**config.mk**
```make
export PLATFORM = sky130hd
export DESIGN_NAME = i2c_bus_unstick
export DESIGN_NICKNAME = d
export VERILOG_FILES = /design/src/rtl/i2c_unstick_pkg.sv /design/src/rtl/unstick_line_sampler.sv /design/src/rtl/unstick_pulse_counter.sv /design/src/rtl/unstick_fsm.sv /design/src/rtl/unstick_done_flag.sv /design/src/rtl/i2c_bus_unstick.sv
export SDC_FILE = /design/constraint.sdc
export NUM_CORES = 1
export LEC_CHECK = 0
export BUFFER_PORTS_ARGS = -buffer_cell sky130_fd_sc_hd__buf_2
export CAP_MARGIN = 25
export CORE_AREA = 2 2 39 41
export DETAILED_ROUTE_END_ITERATION = 10
export DIE_AREA = 0 0 41 43
export MAX_ROUTING_LAYER = met4
export PLACE_DENSITY = 0.69
export SLEW_MARGIN = 20
export SYNTH_ARGS = -nofsm -noshare
export SYNTH_HDL_FRONTEND = slang
export SYNTH_SLANG_ARGS = --single-unit
```
**constraint.sdc**
```tcl
create_clock -name clk -period 3.9 [get_ports clk]
set_clock_uncertainty 0.05 [all_clocks]
set_input_delay 0 -clock clk [delete_from_list [all_inputs] [get_ports clk]]
set_output_delay 0 -clock clk [all_outputs]
set_load 0.01 [all_outputs]
```
**src/rtl/i2c_unstick_pkg.sv**
```systemverilog
package i2c_unstick_pkg;
  typedef enum logic [1:0] {
    ST_IDLE = 2'd0,
    ST_LOW  = 2'd1,
    ST_HIGH = 2'd2
  } rec_state_e;
endpackage

```
**src/rtl/unstick_line_sampler.sv**
```systemverilog
module unstick_line_sampler (
  input  logic clk,
  input  logic rst_n,
  input  logic scl_in,
  input  logic sda_in,
  output logic scl_q,
  output logic sda_q,
  output logic line_busy
);
  logic scl_d, sda_d;

  always_comb begin
    scl_d = scl_in;
    sda_d = sda_in;
  end

  always_ff @(posedge clk or negedge rst_n) begin
    if (!rst_n) begin
      scl_q <= 1'b1;
      sda_q <= 1'b1;
    end else begin
      scl_q <= scl_d;
      sda_q <= sda_d;
    end
  end

  // idle only when both lines read high
  assign line_busy = ~(scl_q & sda_q);
endmodule

```
**src/rtl/unstick_pulse_counter.sv**
```systemverilog
module unstick_pulse_counter #(
  parameter int MAX_PULSES = 8,
  localparam int CNT_W = $clog2(MAX_PULSES + 1)
) (
  input  logic             clk,
  input  logic             rst_n,
  input  logic             clr,
  input  logic             inc,
  output logic [CNT_W-1:0] cnt,
  output logic             at_last
);
  logic [CNT_W-1:0] cnt_d;
  logic             cnt_en;

  always_comb begin
    cnt_en = clr | inc;
    cnt_d  = cnt;
    if (clr)      cnt_d = '0;
    else if (inc) cnt_d = cnt + CNT_W'(1);
  end

  always_ff @(posedge clk or negedge rst_n) begin
    if (!rst_n)      cnt <= '0;
    else if (cnt_en) cnt <= cnt_d;
  end

  assign at_last = (cnt == CNT_W'(MAX_PULSES - 1));

  assert_cnt_limit_R4: assert property (@(posedge clk) disable iff (!rst_n)
    cnt <= CNT_W'(MAX_PULSES));
endmodule

```
**src/rtl/unstick_fsm.sv**
```systemverilog
module unstick_fsm
  import i2c_unstick_pkg::*;
(
  input  logic clk,
  input  logic rst_n,
  input  logic req,
  input  logic tick,
  input  logic scl_q,
  input  logic sda_q,
  input  logic at_last,
  output logic start,
  output logic inc,
  output logic fin,
  output logic drive_low,
  output logic busy
);
  rec_state_e state_q, state_d;
  logic       drive_d;

  always_comb begin
    state_d = state_q;
    start   = 1'b0;
    inc     = 1'b0;
    fin     = 1'b0;
    unique case (state_q)
      ST_IDLE: begin
        if (req) begin
          if (sda_q) begin
            fin = 1'b1;            // nothing to free
          end else begin
            start   = 1'b1;
            state_d = ST_LOW;
          end
        end
      end
      ST_LOW: begin
        if (tick) state_d = ST_HIGH;
      end
      ST_HIGH: begin
        // held while the line is stretched low
        if (tick && scl_q) begin
          inc = 1'b1;
          if (sda_q || at_last) begin
            fin     = 1'b1;
            state_d = ST_IDLE;
          end else begin
            state_d = ST_LOW;
          end
        end
      end
      default: state_d = ST_IDLE;
    endcase
    drive_d = (state_d == ST_LOW);
  end

  always_ff @(posedge clk or negedge rst_n) begin
    if (!rst_n) begin
      state_q   <= ST_IDLE;
      drive_low <= 1'b0;
    end else begin
      state_q   <= state_d;
      drive_low <= drive_d;
    end
  end

  assign busy = (state_q != ST_IDLE);

  assert_release_on_tick_R2: assert property (@(posedge clk) disable iff (!rst_n)
    $fell(drive_low) |-> $past(tick));
  assert_drive_implies_busy_R2: assert property (@(posedge clk) disable iff (!rst_n)
    drive_low |-> busy);
endmodule

```
**src/rtl/unstick_done_flag.sv**
```systemverilog
module unstick_done_flag (
  input  logic clk,
  input  logic rst_n,
  input  logic set,
  input  logic clr,
  output logic flag
);
  logic flag_d, flag_en;

  always_comb begin
    flag_en = set | clr;
    flag_d  = set ? 1'b1 : 1'b0;   // set wins over clear
  end

  always_ff @(posedge clk or negedge rst_n) begin
    if (!rst_n)       flag <= 1'b0;
    else if (flag_en) flag <= flag_d;
  end

  assert_set_wins_R6: assert property (@(posedge clk) disable iff (!rst_n)
    set |=> flag);
  assert_clear_R6: assert property (@(posedge clk) disable iff (!rst_n)
    (clr && !set) |=> !flag);
endmodule

```
**src/rtl/i2c_bus_unstick.sv**
```systemverilog
module i2c_bus_unstick #(
  parameter int MAX_PULSES = 8
) (
  input  logic clk,
  input  logic rst_n,
  input  logic recover_req,
  input  logic done_clr,
  input  logic tick,
  input  logic scl_in,
  input  logic sda_in,
  output logic scl_drive_low,
  output logic busy,
  output logic done_irq,
  output logic scl_level,
  output logic sda_level,
  output logic bus_busy
);
  localparam int CNT_W = $clog2(MAX_PULSES + 1);

  logic             scl_q, sda_q;
  logic             start, inc, fin, at_last;
  logic [CNT_W-1:0] pulse_cnt;

  unstick_line_sampler u_lines (
    .clk       (clk),
    .rst_n     (rst_n),
    .scl_in    (scl_in),
    .sda_in    (sda_in),
    .scl_q     (scl_q),
    .sda_q     (sda_q),
    .line_busy (bus_busy)
  );

  unstick_pulse_counter #(.MAX_PULSES(MAX_PULSES)) u_cnt (
    .clk     (clk),
    .rst_n   (rst_n),
    .clr     (start),
    .inc     (inc),
    .cnt     (pulse_cnt),
    .at_last (at_last)
  );

  unstick_fsm u_fsm (
    .clk       (clk),
    .rst_n     (rst_n),
    .req       (recover_req),
    .tick      (tick),
    .scl_q     (scl_q),
    .sda_q     (sda_q),
    .at_last   (at_last),
    .start     (start),
    .inc       (inc),
    .fin       (fin),
    .drive_low (scl_drive_low),
    .busy      (busy)
  );

  unstick_done_flag u_done (
    .clk   (clk),
    .rst_n (rst_n),
    .set   (fin),
    .clr   (done_clr),
    .flag  (done_irq)
  );

  assign scl_level = scl_q;
  assign sda_level = sda_q;

  assert_done_on_end_R5: assert property (@(posedge clk) disable iff (!rst_n)
    $fell(busy) |-> done_irq);
  assert_count_advances_R3: assert property (@(posedge clk) disable iff (!rst_n)
    (pulse_cnt != $past(pulse_cnt) && pulse_cnt != '0) |-> !$past(scl_drive_low));
endmodule

```
==> Flow_metrics.wiki <==
{| class="wikitable"
! Metric !! Value
|-
| Run status || finished, final reports clean
|-
| Average instance area after synthesis || 11.2 µm²
|-
| End point of the most critical hold path || u_fsm.state_q[1]$_DFF_PN0_
|-
| Peak VDD IR || 0.240 mV
|-
| Length in cells of the worst reg-to-reg path || 3
|-
| Iteration-0 DRC Markers || 4
|-
| Top cell type's share of synthesized area || 0.426
|-
| Final hold violation count || 0
|-
| Hold buffer count at CTS || 4
|-
| Worst Setup Start Kind || flip-flop
|-
| Unrepaired setup endpoints after global routing || no
|-
| Die width || between 40 and 50 µm
|-
| Die Area || 1760 µm²
|-
| Endpoint of the most critical register-to-register path || u_cnt.cnt[3]$_DFFE_PN0P_
|-
| Count of standard-cell rows || 14
|-
| Number of standard cells in the final layout excluding fillers || 77
|-
| #FFs+latches synth || 10
|-
| Pwr per Cell Area || 505 nW/µm²
|-
| Initial antenna violation count || 0
|-
| Clock sink count || 10
|-
| Summed instance area of the synthesized netlist || 470 µm²
|-
| TritonCTS clock tree || built
|-
| Maximum clock path buffer count || 2
|-
| Async set-or-reset flop fraction in the synthesized netlist || 1.00
|-
| Leak Pwr || 0.299 nW
|-
| Post-CTS setup buffers || 0
|-
| Max Clk Rate || 696 MHz
|-
| Startpoint of the worst-slack reg-to-reg timing path || u_lines.scl_q$_DFF_PN1_
|-
| Final number of max-transition violations || 0
|-
| Critical-path top delay cell || sky130_fd_sc_hd__dfstp_2
|-
| Yosys warning total || 0
|-
| Post-placement cell area || 551 µm²
|-
| # IOs || 13
|-
| Required time of the worst setup path || between 4000 and 5000 ps
|-
| Setup violation total in the final timing report || 0
|-
| DP Wirelength || 691 µm
|-
| Starting Density || 0.340
|-
| Number of global-route vias before repair || 341
|-
| Setup CP Type || reg2reg
|-
| Detailed Routing Iterations Pass 1 || 3
|-
| Detail-routed via count per cell || 4.91
|-
| Number of antenna-violating nets in the routed design || 0
|-
| Pin count of the biggest net entering global routing || 11
|-
| Syn_nets || 50
|-
| Share of the core filled with cells || 0.443
|-
| Number of filler cells placed in the layout || 141
|-
| Area Overhead vs Synth || 30.3%
|-
| Worst hold path startpoint || tick
|-
| Fraction of layout instances using a drive strength above 1 || 0.311
|-
| Leading register cell type out of synthesis || sky130_fd_sc_hd__dfrtp_1
|-
| Sequence of cells on the critical path || nand4b_4, or3_1, a21oi_1
|-
| Area of the core region || 1380 µm²
|-
| Aggregate routed wire length || between 900 and 1000 µm
|-
| Clock Tree Root || sky130_fd_sc_hd__clkbuf_4
|-
| Final design area excluding fillers || 613 µm²
|-
| Clock H-tree levels || 1
|-
| CP peak stage delay || 570 ps
|-
| Detailed-route DRC error count || 0
|-
| Worst setup slack for register-to-register paths || 2460 ps
|-
| Period utilization || 0.368
|-
| Share of the yosys chip area belonging to registers || 0.537
|-
| Critical-path maximum fanout || 9
|-
| Post-route minimum period || 1440 ps
|-
| Cell type with the largest total area after synthesis || sky130_fd_sc_hd__dfrtp_1
|-
| Transition at the pin with the smallest max-transition slack || 569 ps
|-
| Antenna diodes || 0
|-
| Global-route wire length before repair || 1370 µm
|-
| Leading cell types in the layout, fill and taps excluded || sky130_fd_sc_hd__buf_2, sky130_fd_sc_hd__dfrtp_1, sky130_fd_sc_hd__nand2_1, sky130_fd_sc_hd__dlygate4sd3_1
|-
| Arrival time of data at the critical path endpoint || 1570 ps
|-
| Detailed-route wire length per cell || 11.9 µm
|-
| Max_cap viols || 0
|-
| Top area cells in the synthesized netlist || sky130_fd_sc_hd__dfrtp_1, sky130_fd_sc_hd__dfstp_2, sky130_fd_sc_hd__nand4b_4
|-
| Clk Latency, worst-skew pair || 260 ps
|-
| Post-synth EDFFs || 0
|-
| CTS resizes || 0
|-
| Final Wtd Congestion || 0.672
|-
| Dpl cells || 70
|-
| Die height || between 40 and 50 µm
|-
| Final #Nets || a little over 70
|-
| Clock Pin Slew Worst Setup and Hold Paths || 60 ps
|-
| Launching instance or port of the critical path || u_lines.scl_q$_DFF_PN1_
|-
| Count of mapped cells out of synthesis || 42
|-
| Crit. End Element || flip-flop
|-
| Setup tns final || 0 ps
|-
| Slew margin rel. || 0.615
|-
| Port buffer count || 12
|-
| Number of buffers inserted during clock tree synthesis || 3
|-
| Commonest non-fill, non-tap cell in the layout || sky130_fd_sc_hd__buf_2
|-
| Count of cell types in the netlist || 24
|-
| Tot GR Track Use || 0.123
|-
| Hold Path Class || in2reg
|-
| Global route overflow || 0
|-
| Worst hold path stage count || 3
|-
| Via total after detailed routing || 378
|}
worst max-delay path, delay by kind of cell, from the launching register on:
kind             cells  cell delay, ps
flip-flops           1             570
AO/OA/AOI/OAI        1             170
AND/OR/NAND/NOR      2             560
cells by family after synthesis:
group | synth area share
compound gates | 0.128
xor+xnor | 0.0186
fa+ha+maj | 0.0266
buf+inv | 0.0239
flops | 0.537
mux | 0.0213
simple gates | 0.245
worst max-delay path by stage:
| stage | endpoint | depth (start not counted) |
|---|---|---|
| 3_5_place_dp | u_cnt.cnt[3]$_DFFE_PN0P_ | 3 |
| 4_1_cts | u_cnt.cnt[3]$_DFFE_PN0P_ | 3 |
| 2_1_floorplan | u_cnt.cnt[3]$_DFFE_PN0P_ | 3 |
| 3_3_place_gp | u_cnt.cnt[3]$_DFFE_PN0P_ | 3 |
| 6_report | u_cnt.cnt[3]$_DFFE_PN0P_ | 3 |
| 5_1_grt | u_cnt.cnt[3]$_DFFE_PN0P_ | 3 |
report_power, final:
part	switching [mW]	leakage [nW]	internal, mW	total (mW)
clock network	0.0326	0.0138	0.0355	0.0681
registers	0.0257	0.128	0.128	0.154
logic	0.0411	0.157	0.0468	0.0879
total	0.0994	0.299	0.210	0.310
synth_stat cells (all sizes together) (2+ instances only):
master	n
dfrtp	8
dfstp	2
inv	3
nand2	4
nand3b	2
nor2	3
o31ai	3
layout make-up:
| class | instances | area, µm² | share of cell area |
|---|---|---|---|
| multi-input combinational | 29 | 206 | 0.337 |
| inverter | 3 | 11.3 | 0.0184 |
| timing repair buffer | 16 | 100 | 0.163 |
| sequential | 10 | 253 | 0.412 |
| clock buffer | 3 | 22.5 | 0.0367 |
| tap | 16 | 20.0 | 0.0327 |
flip-flops by register name, summed over array words and instances (netlist names):
name             cells
u_lines.scl_q        1
u_fsm.drive_low      1
u_done.flag          1
u_cnt.cnt            4
u_fsm.state_q        2
u_lines.sda_q        1
per-layer routing:
| metal | global-route usage | vias to the layer above | wire (µm) |
|---|---|---|---|
| li1 | - | 192 | - |
| met1 | 0.133 | 173 | 411 |
| met2 | 0.188 | 11 | 429 |
| met3 | 0.0314 | 2 | 57 |
| met4 | 0.0800 | 0 | 19 |
| met5 | - | - | 0 |
metrics by stage:
stage / total power, mW / setup slack, ps / hold slack, ps
after floorplan: 0.209 / 2540 / -346
after global placement: 0.238 / 2460 / -180
after detailed placement: 0.243 / 2460 / -180
after CTS: 0.317 / 2450 / 1.72
after global routing: 0.334 / 2350 / 15.4
final: 0.310 / 2460 / 2.02
Note: power is estimated with default switching activity, not from simulation.
